## src/rtl/dacf_pkg.sv

```systemverilog
package dacf_pkg;

    localparam int CODE_W = 12;
    localparam int TSEL_W = 3;
    localparam int FIELD_W = 16;
    localparam logic [TSEL_W-1:0] SEL_SOFT = 3'd7;

    // Per-channel control field, bit 0 = enable
    typedef struct packed {
        logic              udr_ie;
        logic              dma_en;
        logic [TSEL_W-1:0] sel;
        logic              trig_en;
        logic              en;
    } ch_ctrl_t;

    localparam int CTRL_BITS = $bits(ch_ctrl_t);

    typedef enum logic [1:0] {
        CH_OFF,
        CH_FOLLOW,
        CH_WAIT,
        CH_LOAD
    } ch_state_e;

    typedef enum logic [1:0] {
        FMT_R12 = 2'd0,
        FMT_L12 = 2'd1,
        FMT_R8  = 2'd2
    } fmt_e;

    localparam logic [5:0] OFS_CTRL  = 6'h00;
    localparam logic [5:0] OFS_SOFT  = 6'h04;
    localparam logic [5:0] OFS_HOLD0 = 6'h08;
    localparam logic [5:0] OFS_HOLD1 = 6'h14;
    localparam logic [5:0] OFS_PAIR  = 6'h20;
    localparam logic [5:0] OFS_OUT0  = 6'h2C;
    localparam logic [5:0] OFS_OUT1  = 6'h30;
    localparam logic [5:0] OFS_STAT  = 6'h34;

    function automatic logic [CODE_W-1:0] place_code(input fmt_e fmt, input logic [15:0] lane);
        unique case (fmt)
            FMT_R12: place_code = lane[11:0];
            FMT_L12: place_code = lane[15:4];
            default: place_code = {lane[7:0], 4'h0};
        endcase
    endfunction

endpackage

```

## src/rtl/dacf_bus_decode.sv

```systemverilog
module dacf_bus_decode
    import dacf_pkg::*;
#(
    parameter int NUM_CH = 2
) (
    input  logic                  wr_en,
    input  logic [5:0]            addr,
    input  logic [31:0]           wdata,
    output logic                  ctrl_we,
    output logic [NUM_CH-1:0]     hold_we,
    output logic [CODE_W-1:0]     hold_val [NUM_CH],
    output logic [NUM_CH-1:0]     soft_set,
    output logic [NUM_CH-1:0]     udr_clr
);

    assign ctrl_we = wr_en && (addr == OFS_CTRL);

    for (genvar c = 0; c < NUM_CH; c++) begin : g_lane
        localparam logic [5:0] SBASE = OFS_HOLD0 + 6'(c * 12);

        assign soft_set[c] = wr_en && (addr == OFS_SOFT) && wdata[c];
        assign udr_clr[c]  = wr_en && (addr == OFS_STAT) && wdata[FIELD_W*c];

        always_comb begin
            hold_we[c]  = 1'b0;
            hold_val[c] = '0;
            if (wr_en) begin
                if (addr == SBASE) begin
                    hold_we[c]  = 1'b1;
                    hold_val[c] = place_code(FMT_R12, wdata[15:0]);
                end else if (addr == SBASE + 6'd4) begin
                    hold_we[c]  = 1'b1;
                    hold_val[c] = place_code(FMT_L12, wdata[15:0]);
                end else if (addr == SBASE + 6'd8) begin
                    hold_we[c]  = 1'b1;
                    hold_val[c] = place_code(FMT_R8, wdata[15:0]);
                end else if (addr == OFS_PAIR) begin
                    hold_we[c]  = 1'b1;
                    hold_val[c] = place_code(FMT_R12, wdata[16*c +: 16]);
                end else if (addr == OFS_PAIR + 6'd4) begin
                    hold_we[c]  = 1'b1;
                    hold_val[c] = place_code(FMT_L12, wdata[16*c +: 16]);
                end else if (addr == OFS_PAIR + 6'd8) begin
                    hold_we[c]  = 1'b1;
                    hold_val[c] = place_code(FMT_R8, {8'h00, wdata[8*c +: 8]});
                end
            end
        end
    end

endmodule

```

## src/rtl/dacf_channel.sv

```systemverilog
module dacf_channel
    import dacf_pkg::*;
#(
    parameter int NUM_HW = 6
) (
    input  logic              clk,
    input  logic              rst_n,
    input  logic              ctrl_we,
    input  ch_ctrl_t          ctrl_wdata,
    input  logic              hold_we,
    input  logic [CODE_W-1:0] hold_val,
    input  logic              soft_set,
    input  logic              udr_clr,
    input  logic [NUM_HW-1:0] hw_trig,
    input  logic              dma_ack,
    output ch_ctrl_t          ctrl_q,
    output logic [CODE_W-1:0] hold_q,
    output logic [CODE_W-1:0] code_q,
    output logic              soft_pend,
    output logic              dma_req,
    output logic              udr,
    output logic              irq,
    output logic              armed
);

    localparam int PAD_W = 1 << TSEL_W;

    ch_state_e        state_q, state_d;
    logic [PAD_W-1:0] hw_pad;
    logic             is_soft, trig_evt, hw_hit, soft_take, copy_now;

    always_comb begin
        hw_pad = '0;
        hw_pad[NUM_HW-1:0] = hw_trig;
    end

    assign is_soft   = (ctrl_q.sel == SEL_SOFT);
    assign trig_evt  = is_soft ? soft_pend : hw_pad[ctrl_q.sel];
    assign armed     = (state_q == CH_WAIT) || (state_q == CH_LOAD);
    assign hw_hit    = armed && ctrl_q.en && ctrl_q.trig_en && !is_soft && trig_evt;
    assign soft_take = armed && ctrl_q.en && ctrl_q.trig_en && is_soft && soft_pend;
    assign copy_now  = ctrl_q.en && ((state_q == CH_FOLLOW) || (state_q == CH_LOAD));
    assign irq       = udr && ctrl_q.udr_ie;

    // State register
    always_ff @(posedge clk or negedge rst_n) begin
        if (!rst_n) state_q <= CH_OFF;
        else        state_q <= state_d;
    end

    // Next state
    always_comb begin
        state_d = state_q;
        unique case (state_q)
            CH_OFF: begin
                if (ctrl_q.en) state_d = ctrl_q.trig_en ? CH_WAIT : CH_FOLLOW;
            end
            CH_FOLLOW: begin
                if (!ctrl_q.en)          state_d = CH_OFF;
                else if (ctrl_q.trig_en) state_d = CH_WAIT;
            end
            CH_WAIT, CH_LOAD: begin
                if (!ctrl_q.en)           state_d = CH_OFF;
                else if (!ctrl_q.trig_en) state_d = CH_FOLLOW;
                else if (trig_evt)        state_d = CH_LOAD;
                else                      state_d = CH_WAIT;
            end
        endcase
    end

    // Registers and outputs
    always_ff @(posedge clk or negedge rst_n) begin
        if (!rst_n) begin
            ctrl_q    <= '0;
            hold_q    <= '0;
            code_q    <= '0;
            soft_pend <= 1'b0;
            dma_req   <= 1'b0;
            udr       <= 1'b0;
        end else begin
            if (ctrl_we) begin
                ctrl_q.en      <= ctrl_wdata.en;
                ctrl_q.trig_en <= ctrl_wdata.trig_en;
                ctrl_q.dma_en  <= ctrl_wdata.dma_en;
                ctrl_q.udr_ie  <= ctrl_wdata.udr_ie;
                if (!ctrl_q.en) ctrl_q.sel <= ctrl_wdata.sel;
            end
            if (hold_we)  hold_q <= hold_val;
            if (copy_now) code_q <= hold_q;

            if (soft_set)       soft_pend <= 1'b1;
            else if (soft_take) soft_pend <= 1'b0;

            if (hw_hit && ctrl_q.dma_en) dma_req <= 1'b1;
            else if (dma_ack)            dma_req <= 1'b0;

            if (hw_hit && ctrl_q.dma_en && dma_req && !dma_ack) udr <= 1'b1;
            else if (udr_clr)                                   udr <= 1'b0;
        end
    end

endmodule

```

## src/rtl/dacf_core.sv

```systemverilog
module dacf_core
    import dacf_pkg::*;
#(
    parameter int NUM_HW = 6
) (
    input  logic              clk,
    input  logic              rst_n,
    input  logic              bus_wr,
    input  logic [5:0]        bus_addr,
    input  logic [31:0]       bus_wdata,
    output logic [31:0]       bus_rdata,
    input  logic [NUM_HW-1:0] hw_trig,
    input  logic [1:0]        dma_ack,
    output logic [1:0]        dma_req,
    output logic              irq,
    output logic [CODE_W-1:0] dac_code0,
    output logic [CODE_W-1:0] dac_code1
);

    localparam int NUM_CH = 2;

    logic                ctrl_we;
    logic [NUM_CH-1:0]   hold_we, soft_set, udr_clr, soft_pend, udr, ch_irq, armed, ch_en, soft_mode;
    logic [CODE_W-1:0]   hold_val [NUM_CH];
    logic [CODE_W-1:0]   hold_q   [NUM_CH];
    logic [CODE_W-1:0]   code_q   [NUM_CH];
    ch_ctrl_t            ctrl_q   [NUM_CH];
    logic [TSEL_W*NUM_CH-1:0] sel_flat;

    dacf_bus_decode #(.NUM_CH(NUM_CH)) u_decode (
        .wr_en    (bus_wr),
        .addr     (bus_addr),
        .wdata    (bus_wdata),
        .ctrl_we  (ctrl_we),
        .hold_we  (hold_we),
        .hold_val (hold_val),
        .soft_set (soft_set),
        .udr_clr  (udr_clr)
    );

    for (genvar c = 0; c < NUM_CH; c++) begin : g_ch
        dacf_channel #(.NUM_HW(NUM_HW)) u_ch (
            .clk        (clk),
            .rst_n      (rst_n),
            .ctrl_we    (ctrl_we),
            .ctrl_wdata (ch_ctrl_t'(bus_wdata[FIELD_W*c +: CTRL_BITS])),
            .hold_we    (hold_we[c]),
            .hold_val   (hold_val[c]),
            .soft_set   (soft_set[c]),
            .udr_clr    (udr_clr[c]),
            .hw_trig    (hw_trig),
            .dma_ack    (dma_ack[c]),
            .ctrl_q     (ctrl_q[c]),
            .hold_q     (hold_q[c]),
            .code_q     (code_q[c]),
            .soft_pend  (soft_pend[c]),
            .dma_req    (dma_req[c]),
            .udr        (udr[c]),
            .irq        (ch_irq[c]),
            .armed      (armed[c])
        );
        assign ch_en[c]     = ctrl_q[c].en;
        assign soft_mode[c] = ctrl_q[c].trig_en && (ctrl_q[c].sel == SEL_SOFT);
        assign sel_flat[TSEL_W*c +: TSEL_W] = ctrl_q[c].sel;
    end

    assign irq       = |ch_irq;
    assign dac_code0 = code_q[0];
    assign dac_code1 = code_q[1];

    always_comb begin
        bus_rdata = '0;
        case (bus_addr)
            OFS_CTRL:  bus_rdata = {{(FIELD_W-CTRL_BITS){1'b0}}, ctrl_q[1],
                                    {(FIELD_W-CTRL_BITS){1'b0}}, ctrl_q[0]};
            OFS_SOFT:  bus_rdata = {30'd0, soft_pend};
            OFS_HOLD0: bus_rdata = {20'd0, hold_q[0]};
            OFS_HOLD1: bus_rdata = {20'd0, hold_q[1]};
            OFS_OUT0:  bus_rdata = {20'd0, code_q[0]};
            OFS_OUT1:  bus_rdata = {20'd0, code_q[1]};
            OFS_STAT:  bus_rdata = {15'd0, udr[1], 15'd0, udr[0]};
            default:   bus_rdata = '0;
        endcase
    end

endmodule

```

## config.mk

```make
export PLATFORM = sky130hd
export DESIGN_NAME = dacf_core
export DESIGN_NICKNAME = d
export VERILOG_FILES = /design/src/rtl/dacf_pkg.sv /design/src/rtl/dacf_bus_decode.sv /design/src/rtl/dacf_channel.sv /design/src/rtl/dacf_core.sv
export SDC_FILE = /design/constraint.sdc
export NUM_CORES = 1
export LEC_CHECK = 0
export ABC_AREA = 1
export BUFFER_PORTS_ARGS = -buffer_cell sky130_fd_sc_hd__buf_2
export CORE_MARGIN = 1
export CORE_UTILIZATION = 50
export DETAILED_ROUTE_END_ITERATION = 10
export GPL_ROUTABILITY_DRIVEN = 0
export PLACE_DENSITY = 0.75
export SLEW_MARGIN = 20
export SYNTH_ARGS = -nofsm -noshare
export SYNTH_HDL_FRONTEND = slang
export SYNTH_SLANG_ARGS = --single-unit
```

## constraint.sdc

```tcl
create_clock -name clk -period 1.6 [get_ports clk]
set_input_delay 0.08 -clock clk [delete_from_list [all_inputs] [get_ports clk]]
set_output_delay 0.08 -clock clk [all_outputs]
set_load 0.1 [all_outputs]
```

**Yosys cells after proc, flatten, opt, wreduce, memory -nomap -nowiden**

Index checks and enable logic that the tools add are counted.

- Flip-flop bits (word level): 72
- Bits of input ports: 49

- Order comparisons: 2
- Equal/unequal tests: 25
- Multiplexer cells: 60
- Bitwise logic cells: 2
- Reduce and logical (&&, ||, !) cells: 53

Operator list:

| kind | count |
|---|---|
| 12-bit two-way mux | 14 |
| 23-bit case mux with 7 select lines | 1 |
| 6-bit == test (second input constant) | 6 |
| 1-bit logical AND | 29 |
| 1-bit two-way mux | 29 |
| 6-bit by 5-bit == test with 1-bit output (second input constant) | 4 |
| 2-bit two-way mux | 12 |
| 6-bit by 4-bit == test with 1-bit output (second input constant) | 2 |
| 2-bit case mux with 3 select lines | 2 |
| 2-bit nonzero test | 6 |
| 2-bit == test (second input constant) | 4 |
| 3-bit by 4-bit less-than comparator with 1-bit output (second input constant) | 2 |
| 2-bit AND reduction | 4 |
| 1-bit binary-select mux with 3-bit select | 2 |
| 3-bit == test (second input constant) | 2 |
| 6-bit by 3-bit == test with 1-bit output (second input constant) | 1 |
| 6-bit logical NOT | 1 |
| 3-bit by 2-bit inequality test with 1-bit output (second input constant) | 2 |
| 2-bit OR reduction | 3 |
| 2-bit by 1-bit == test with 1-bit output (second input constant) | 2 |
| 1-bit logical NOT | 4 |
| 2-bit logical NOT | 2 |
| 1-bit logical OR | 4 |
| 2-bit by 1-bit inequality test with 1-bit output (second input constant) | 2 |
| 1-bit inverter | 2 |

**Longest topological paths before layout**

Gate-level depths: netlist of run 1.

- Word-level depth: 10
- Gate-level depth with buffers: 12
- Mapped depth without buffers: 11

**Modules after synthesis**

Synthesis of run 1 repeated with hierarchy kept, for this count alone.

- Cells, all modules: 753
- Area, all modules: 4999.8 µm²

By module, submodules not included:

| module | times used | cells each | area each (µm²) |
|---|---|---|---|
| dacf_channel | 2 | 167 | 1475.2 |
| dacf_bus_decode | 1 | 255 | 1197.4 |
| dacf_core | 1 | 164 | 852.1 |

**Worst setup path after synthesis of run 1**

No wires, ideal clock.

- Path type: in2out
- From: in bus_addr[2]
- To: out bus_rdata[10]
- Arrival time: 2.800 ns
- Data required time: 1.520 ns
- Slack: -1.280 ns
- Stages: 6
- Buffers on the path: 1
- Path through: inv_1 -> nand2_2 -> nor2_4 -> nand2_2 -> clkbuf_1 -> o21ai_0

- Word-level cells in the longest chain between the ends: 2
- Elaborated cells between the ends (all ways): 8
- Those cells by class: eq/ne: 6; mux: 1; reduce/logical: 1

RTL lines:

| item | RTL line | RTL |
|---|---|---|
| start, declared | dacf_core.sv:9 | `input logic [5:0] bus_addr,` |
| 6-bit == test, or another cell as far along | dacf_core.sv:73 | `case (bus_addr)` |
| 23-bit case mux with 7 select lines * | dacf_core.sv:73 |  |
| end, declared | dacf_core.sv:11 | `output logic [31:0] bus_rdata,` |

Mark *: on every way between the ends. The rest lies on a longest branch, timed or not.

**Final worst setup path of run 1**

- From: reg, netlist name g_ch[0].u_ch.ctrl_q[5]
- To: out bus_rdata[5]

- Word-level cells in the longest chain between the ends: 1

RTL lines:

| item | RTL line |
|---|---|
| 23-bit case mux with 7 select lines | dacf_core.sv:73 |

No other way between the ends.

==> flow_metrics.tcl, run 1 <==
set metrics [dict create \
    antenna_found_initial 0 \
    synth_area_um2 4760 \
    row_count 35 \
    ir_worst_vdd_mv 0.970 \
    synth-xor-area-share_pct 0 \
    die_h_um 99.5 \
    hpwl_mm 11.0 \
    worstPathCellList "a22oi_1 -> o2111ai_4 -> buf_12" \
    synth_compound_area_share_pct 12.7 \
    synth.avg_cell_area_um2 6.57 \
    cp_max_fo 3 \
    setup_viol 0 \
    hp-class "in2reg" \
    hold_ws_ns 0.0169 \
    critPathTopFamily "compound AO/OA/AOI/OAI gates" \
    io_buffer_count 94 \
    clkPwrFrac_pct 22.0 \
    drc 0 \
    dp_cells 948 \
    core-area_um2 9240 \
    num-nets-final 886 \
    ys_warn_count 0 \
    place_area_um2 5910 \
    cts-root-buf "clkbuf_8" \
    grt_pass1_vias 4898 \
    cts_buffer_depth 2 \
    start_kind "register" \
    numCtsBuffers 9 \
    combPwrFrac_pct 40.7 \
    switching_share_pct 48.3 \
    ant_nets 0 \
    synthSimpleGateAreaFrac_pct 36.4 \
    max_freq_mhz 650 \
    final_common_cell "nand2_1" \
    netlist_instances 724 \
    intPower_uw 3420 \
    power_density_nw_per_um2 1070 \
    synth_top_family_by_area "simple AND/OR/NAND/NOR gates" \
    synth-seq-cells 72 \
    cp_slowest_cell "dfrtp_1" \
    grt_pass1_wl_mm 24.0 \
    start_util_pct 51.5 \
    htreeDepth 3 \
    dieArea_um2 9910 \
    cp.arrival_ns 1.46 \
    worstMarginPinSlew_ns 0.594 \
    ys_types 29 \
    switching_power_uw 3190 \
    slowest_delay_ns 0.43 \
    yosysSeqAreaShare_pct 37.9 \
    drt_iter0_drc 498 \
    hold_viol_final 0 \
    grt_max_degree 27 \
    period_needed_ns 1.54 \
    utilization_pct 67.0 \
    synthMuxAreaShare_pct 1.42 \
    routedWlPerCell_um 14.9 \
    final_area_um2 6190 \
    mostFrequentLayoutCells "nand2_1, buf_2, inv_1" \
    diodes 0 \
    clkTransAtPathRegs_ns 0.08 \
    rsz0062_at_grt "true" \
    grt-ovfl-total 0 \
    status "completed" \
    power_uw 6610 \
    cap_violations 0 \
    p_seq_share_pct 37.3 \
    cp-end-kind "primary output" \
    ios 108 \
    fin_cells 971 \
    vias 5240 \
    syn2layout_area_growth_pct 30.1 \
    cts_tree "built" \
    track_usage_pct 31.1 \
    synth_fa_ha_area_share_pct 0 \
    drive_gt1_share_pct 23.2 \
    clock_latency_ns 0.36 \
    cp.buffers_inverters 1 \
    crit_type "reg2out" \
    period_share_pct 96.2 \
    drt_pass1_iterations 5 \
    skew_ns 0.00945 \
    max_slew_margin_pct 60.4 \
    p_leak_uw 0.00335 \
    clock_sinks 72 \
    wl_mm 14.4 \
    required_ns 1.52 \
    die_w_um 99.5 \
    maxSlewViolCount 0 \
    avgViaCountPerCell 5.40 \
]
==> final cells by class <==
| cell class | instances | area [um2] |
|---|---|---|
| Multi-Input combinational cell | 538 | 2580 |
| Clock inverter | 5 | 58.8 |
| Clock buffer | 11 | 131 |
| Tap cell | 129 | 161 |
| Inverter | 84 | 319 |
| Timing Repair Buffer | 132 | 1120 |
| Fill cell | 805 | 3050 |
| Sequential cell | 72 | 1810 |
==> flip-flops by register name, summed over array words and instances, names as in the netlist <==
register             cells
g_ch.u_ch.code_q        24
g_ch.u_ch.hold_q        24
g_ch.u_ch.ctrl_q        14
g_ch.u_ch.state_q        4
g_ch.u_ch.dma_req        2
g_ch.u_ch.soft_pend      2
g_ch.u_ch.udr            2
==> through the flow <==
step / TNS (ns) / setup WS [ns]
finish: 0 / 0.0605
global route: -0.00995 / -0.00610
CTS: 0 / 0.0273
detailed placement: 0 / 0.0294
global placement: 0 / 0.0718
floorplan: -4.61 / -0.700
==> cell families after synthesis <==
group	Yosys count
flip-flops	72
other	1
multiplexers	6
AO/OA/AOI/OAI	108
buffers and inverters	126
AND/OR/NAND/NOR	411
==> cell usage after synthesis <==
library cell  number  area share (%)
nand3_1           61             6.4
a22oi_1            8             1.3
o2111ai_1          5            0.92
nor2_1            57             4.5
conb_1             1           0.079
nand2_2            3            0.39
nand2_4            1            0.24
nor3_1             2            0.21
o21ai_0           46             4.8
o31ai_1            2            0.32
nand2_1          266              21
o211ai_1           3            0.47
nor2_4             6             1.4
o22ai_1            2            0.26
nand4_1           10             1.3
inv_1             78             6.2
inv_2              6            0.47
mux2_2             6             1.4
or2_2              1            0.13
o2bb2ai_1          1            0.18
clkbuf_1           9            0.71
a21oi_1           33             3.5
nor2_2             3            0.39
buf_2             18             1.9
nand3_4            1            0.37
o21ai_1            7            0.74
dfrtp_1           72              38
o32ai_1            1            0.18
buf_4             15             2.4
==> power groups by stage <==
stage	Combinational, uW	Sequential [uW]	Clock, uW
finish	2690	2470	1450
floorplan	865	3680	0
detailed placement	2670	2500	0
global route	2850	2510	1540
global placement	2630	2470	0
CTS	2680	2460	1460
==> timing repair <==
item / 4_1_cts / 5_1_grt
cloned: 0 / 0
resized for setup: 1 / 9
endpoints found under the setup margin: 1 / 8
pin swaps: 0 / 1
buffers inserted: 0 / 3
endpoints found under the hold margin: 24 / 0
hold buffers: 4 / 0
==> metal layers <==
| layer | wire [um] | GRT usage, % |
|---|---|---|
| met1 | 6440 | 44.8 |
| met3 | 1270 | 4.36 |
| met5 | 0 | 0 |
| met4 | 266 | 11.2 |
| met2 | 6450 | 47.8 |
==> tightest hold or removal path: stages <==
cell	delay, ns
buf_2	0.11
nand2_1	0.05
o21ai_0	0.09
==> path summary, 6_finish.rpt <==
check / startpoint / slack, ns / cells past startpoint / endpoint
max: g_ch[0].u_ch.ctrl_q[5] / 0.06 / 3 / bus_rdata[5]
min: bus_wdata[16] / 0.02 / 3 / g_ch[1].u_ch.ctrl_q[0]
max reg2reg: g_ch[1].u_ch.ctrl_q[2] / 0.22 / 6 / g_ch[1].u_ch.udr
min reg2reg: g_ch[0].u_ch.hold_q[11] / 0.48 / 2 / g_ch[0].u_ch.hold_q[11]
max in group asynchronous: rst_n / 0.77 / 3 / g_ch[0].u_ch.code_q[9]
min in group asynchronous: rst_n / 0.26 / 2 / g_ch[0].u_ch.udr
Note: power is estimated with default switching activity, not from simulation.
==> inputs of run 2 (changes only) <==
Settings changed: CAP_MARGIN set to 20, MAX_ROUTING_LAYER set to met4, REMOVE_ABC_BUFFERS set to 1.
==> flow_metrics.tcl, run 2 (synthesis results as in run 1) <==
set metrics [dict create \
    power_density_nw_per_um2 1140 \
    antenna_found_initial 0 \
    critPathCapture "bus_rdata[19]" \
    hpwl_mm 10.9 \
    required_ns 1.52 \
    core-area_um2 9240 \
    grt_pass1_vias 4957 \
    r2r-start "g_ch[1].u_ch.ctrl_q[2]" \
    clock_latency_ns 0.36 \
    drt_pass1_iterations 7 \
    cts_tree "built" \
    hold_viol_final 0 \
    setup_ws_ns -0.0253 \
    ant_nets 0 \
    multi_input_comb_area_um2 2490 \
    ios 108 \
    pre_cts_ws_ns -0.0895 \
    hold_ws_ns 0.0254 \
    period_needed_ns 1.63 \
    p_leak_uw 0.00340 \
    clkTransAtPathRegs_ns 0.07 \
    die_h_um 99.5 \
    crit_type "in2out" \
    place_area_um2 5760 \
    r2r-end "g_ch[1].u_ch.dma_req" \
    start_kind "input pin" \
    period_share_pct 102 \
    num-nets-final 890 \
    rsz0062_at_grt "true" \
    wl_mm 15.0 \
    avgViaCountPerCell 5.48 \
    reg_top3 "g_ch.u_ch.code_q x24, g_ch.u_ch.hold_q x24, g_ch.u_ch.ctrl_q x14" \
    final_common_cell "nand2_1" \
    drt_iter0_drc 703 \
    timing.setup.tns_ns -0.0643 \
    track_usage_pct 31.9 \
    row_count 35 \
    max_freq_mhz 615 \
    cp-end-kind "primary output" \
    vias 5343 \
    syn2layout_area_growth_pct 30.4 \
    start_util_pct 51.5 \
    final-seq-area_um2 1800 \
    maxSlewViolCount 0 \
    status "complete, but fails checks" \
    htreeDepth 3 \
    diodes 0 \
    cp.arrival_ns 1.55 \
    clock_sinks 72 \
    setup_viol 5 \
    hp-class "in2reg" \
    cp_max_fo 7 \
    reg2reg_depth 7 \
    r2r_slack_ns 0.24 \
    drive_gt1_share_pct 21.5 \
    cts-root-buf "clkbuf_8" \
    ir_worst_vdd_mv 0.850 \
    numCtsBuffers 9 \
    io_buffer_count 94 \
    mostFrequentLayoutCells "nand2_1, inv_1, buf_2" \
    grt_max_degree 54 \
    cap_violations 0 \
    skew_ns 0.0103 \
    dieArea_um2 9910 \
    final_area_um2 6200 \
    cts_buffer_depth 2 \
    die_w_um 99.5 \
    grt-ovfl-total 0 \
    utilization_pct 67.1 \
    startpoint "bus_addr[1]" \
    grt_pass1_wl_mm 23.8 \
    violations "setup timing" \
    drc 0 \
    routedWlPerCell_um 15.4 \
    final.fill_count 784 \
]
run 2: how the worst min path moves through the flow:
stage	slack, ns	startpoint	to	cells after the start
2_1_floorplan	-0.22	rst_n	g_ch[0].u_ch.code_q[0]	0
3_3_place_gp	0.06	rst_n	g_ch[0].u_ch.code_q[8]	1
3_5_place_dp	0.07	rst_n	g_ch[0].u_ch.code_q[9]	1
4_1_cts	0.01	bus_wdata[18]	g_ch[1].u_ch.ctrl_q[2]	3
5_1_grt	0.04	bus_wdata[21]	g_ch[1].u_ch.ctrl_q[5]	3
6_report	0.03	bus_wdata[18]	g_ch[1].u_ch.ctrl_q[2]	3
run 2: power by group:
part	switching, uW	internal (uW)
Sequential	283	2160
Clock	722	1200
Combinational	2180	535
run 2: final cells by class:
cell class                 instances  share of cell area (%)
sequential                        72                    29.1
multi-input combinational        538                    40.2
tap                              129                    2.60
clock inverter                     5                    2.08
timing repair buffer             136                    18.8
inverter                          84                    5.14
clock buffer                      11                    2.12
run 2: critical path, stage by stage:
cell and delay [ns]:
buf_2 0.12, nor2_4 0.16, buf_4 0.15, nand2_4 0.08, nor2_4 0.13, inv_1 0.19, buf_4 0.21, nor2_1 0.19
buf_12 0.21
run 2: stage by stage:
| step | total power, uW | cells |
|---|---|---|
| floorplan | 4470 | 694 |
| global placement | 5080 | 949 |
| detailed placement | 5140 | 949 |
| CTS | 7080 | 975 |
| global route | 7350 | 975 |
| finish | 7080 | 975 |
run 2: per-layer routing:
layer | global-route usage [%] | part of all wire [%] | up-vias | wire [um]
met1 | 41.5 | 41 | 2492 | 6090
met2 | 49.6 | 48 | 296 | 7150
li1 | - | - | 2512 | -
met3 | 4.01 | 8.6 | 43 | 1290
met5 | - | 0 | - | 0
met4 | 15.5 | 3.0 | 0 | 452
run 2: timing repair:
item	in CTS	in global routing
setup buffers	5	0
hold endpoints to repair	23	0
endpoints found under the setup margin	6	10
pin swaps	2	3
hold buffers	5	0
gates resized for setup	4	14
==> inputs of run 3 (changes only) <==
Settings changed: CORE_UTILIZATION 50 to 30, PLACE_DENSITY 0.75 to not set, REMOVE_ABC_BUFFERS 1 to not set.
==> flow_metrics.tcl, run 3 (synthesis results as in run 1) <==
set metrics [dict create \
    die_w_um 128 \
    hp-class "in2reg" \
    syn2layout_area_growth_pct 35.0 \
    cts_buffer_depth 2 \
    routedWlPerCell_um 14.7 \
    track_usage_pct 20.4 \
    max_slew_margin_pct 58.6 \
    ios 108 \
    cts-root-buf "clkbuf_16" \
    htreeDepth 3 \
    clock_latency_ns 0.33 \
    grt_max_degree 28 \
    period_share_pct 96.2 \
    cap_violations 0 \
    period_needed_ns 1.54 \
    setup_viol 0 \
    skew_ns 0.00741 \
    hpwl_mm 12.1 \
    worstMarginPinSlew_ns 0.622 \
    dp_cells 1036 \
    status "completed" \
    maxSlewViolCount 0 \
    clkTransAtPathRegs_ns 0.06 \
    avgViaCountPerCell 4.79 \
    r2r_slack_ns 0.28 \
    hold_ws_ns 0.0319 \
    crit_type "reg2out" \
    setup_ws_ns 0.0607 \
    grt_pass1_vias 4634 \
    drc 0 \
    grt_pass1_wl_mm 24.9 \
    startpoint "g_ch[0].u_ch.ctrl_q[5]" \
    wl_mm 15.5 \
    ir_worst_vdd_mv 0.897 \
    drt_iter0_drc 425 \
    dieArea_um2 16400 \
    clock_sinks 72 \
    start_util_pct 31.1 \
    power_density_nw_per_um2 1120 \
    fin_cells 1054 \
    max_freq_mhz 650 \
    pre_cts_ws_ns -0.0178 \
    mostFrequentLayoutCells "nand2_1, inv_1, buf_2" \
    antenna_found_initial 0 \
    start_kind "register" \
    grt-ovfl-total 0 \
    row_count 45 \
    power_uw 7190 \
    drive_gt1_share_pct 23.6 \
    required_ns 1.52 \
    cp_max_fo 3 \
    ant_nets 0 \
    min_from "bus_wdata[17]" \
    rsz0062_at_grt "false" \
    vias 5045 \
    io_buffer_count 94 \
    num-nets-final 887 \
    r2r-start "g_ch[1].u_ch.ctrl_q[2]" \
    reg_top3 "g_ch.u_ch.code_q x24, g_ch.u_ch.hold_q x24, g_ch.u_ch.ctrl_q x14" \
    die_h_um 128 \
    hold_viol_final 0 \
    cts_tree "built" \
    cp-end-kind "primary output" \
    numCtsBuffers 9 \
    cp.arrival_ns 1.46 \
    drt_pass1_iterations 5 \
    final_common_cell "nand2_1" \
    final.fill_count 1627 \
    core-area_um2 15300 \
    p_leak_uw 0.00342 \
    diodes 0 \
]
[run 3: cell count changes in the layout (fill, tap and decap cells not counted), sizes merged]
cell         delta
clkinv          +2
bufinv          -3
inv             +1
bufbuf          -2
buf             +3
dlygate4sd3     -4
[run 3: routing by layer]
metal | vias up | track usage, % | wire [um]
met5 | - | - | 0
met4 | 0 | 6.23 | 250
met2 | 190 | 30.1 | 6860
li1 | 2515 | - | -
met1 | 2322 | 28.4 | 7400
met3 | 18 | 3.42 | 989
[run 3: final timing paths]
kind | end | cells past startpoint
setup / recovery | bus_rdata[5] | 3
hold / removal | g_ch[1].u_ch.ctrl_q[1] | 3
setup reg to reg | g_ch[1].u_ch.dma_req | 7
hold reg to reg | g_ch[0].u_ch.hold_q[0] | 2
max in group asynchronous | g_ch[0].u_ch.code_q[11] | 3
min in group asynchronous | g_ch[1].u_ch.ctrl_q[1] | 2
[run 3: repair_timing]
action                                  in CTS  in global routing
endpoints found under the setup margin       3                  8
gates resized for setup                      3                  4
pin swaps                                    0                  1
setup buffers                                0                  1
hold endpoints to repair                    19                  0
hold buffers                                 1                  0
[run 3: report_power, final]
part           total, uW  switching [uW]  internal [uW]
Combinational       2700            2170            530
Sequential          2480             300           2180
Clock               2010             765           1250
Total               7190            3240           3950
[run 3: final cells by class]
class | count | area (um2) | area share (%)
clock inverter | 5 | 56.3 | 0.877
sequential | 72 | 1810 | 28.2
inverter | 84 | 315 | 4.91
timing repair buffer | 133 | 1140 | 17.8
clock buffer | 11 | 243 | 3.78
tap | 211 | 264 | 4.11
multi-input combinational | 538 | 2590 | 40.3
[run 3: critical path: stages (launching register included)]
cell	delay (ns)
dfrtp_1	0.42
a22oi_1	0.33
o2111ai_4	0.17
buf_12	0.21
[run 3: through the flow]
stage                     area, um2  utilization [%]   TNS, ns
final                          6420             41.9         0
after global routing           6420             41.9         0
after CTS                      6390             41.8         0
after detailed placement       6080             39.7   -0.0191
after global placement         6080             39.7  -0.00797
after floorplan                4940                -     -4.61
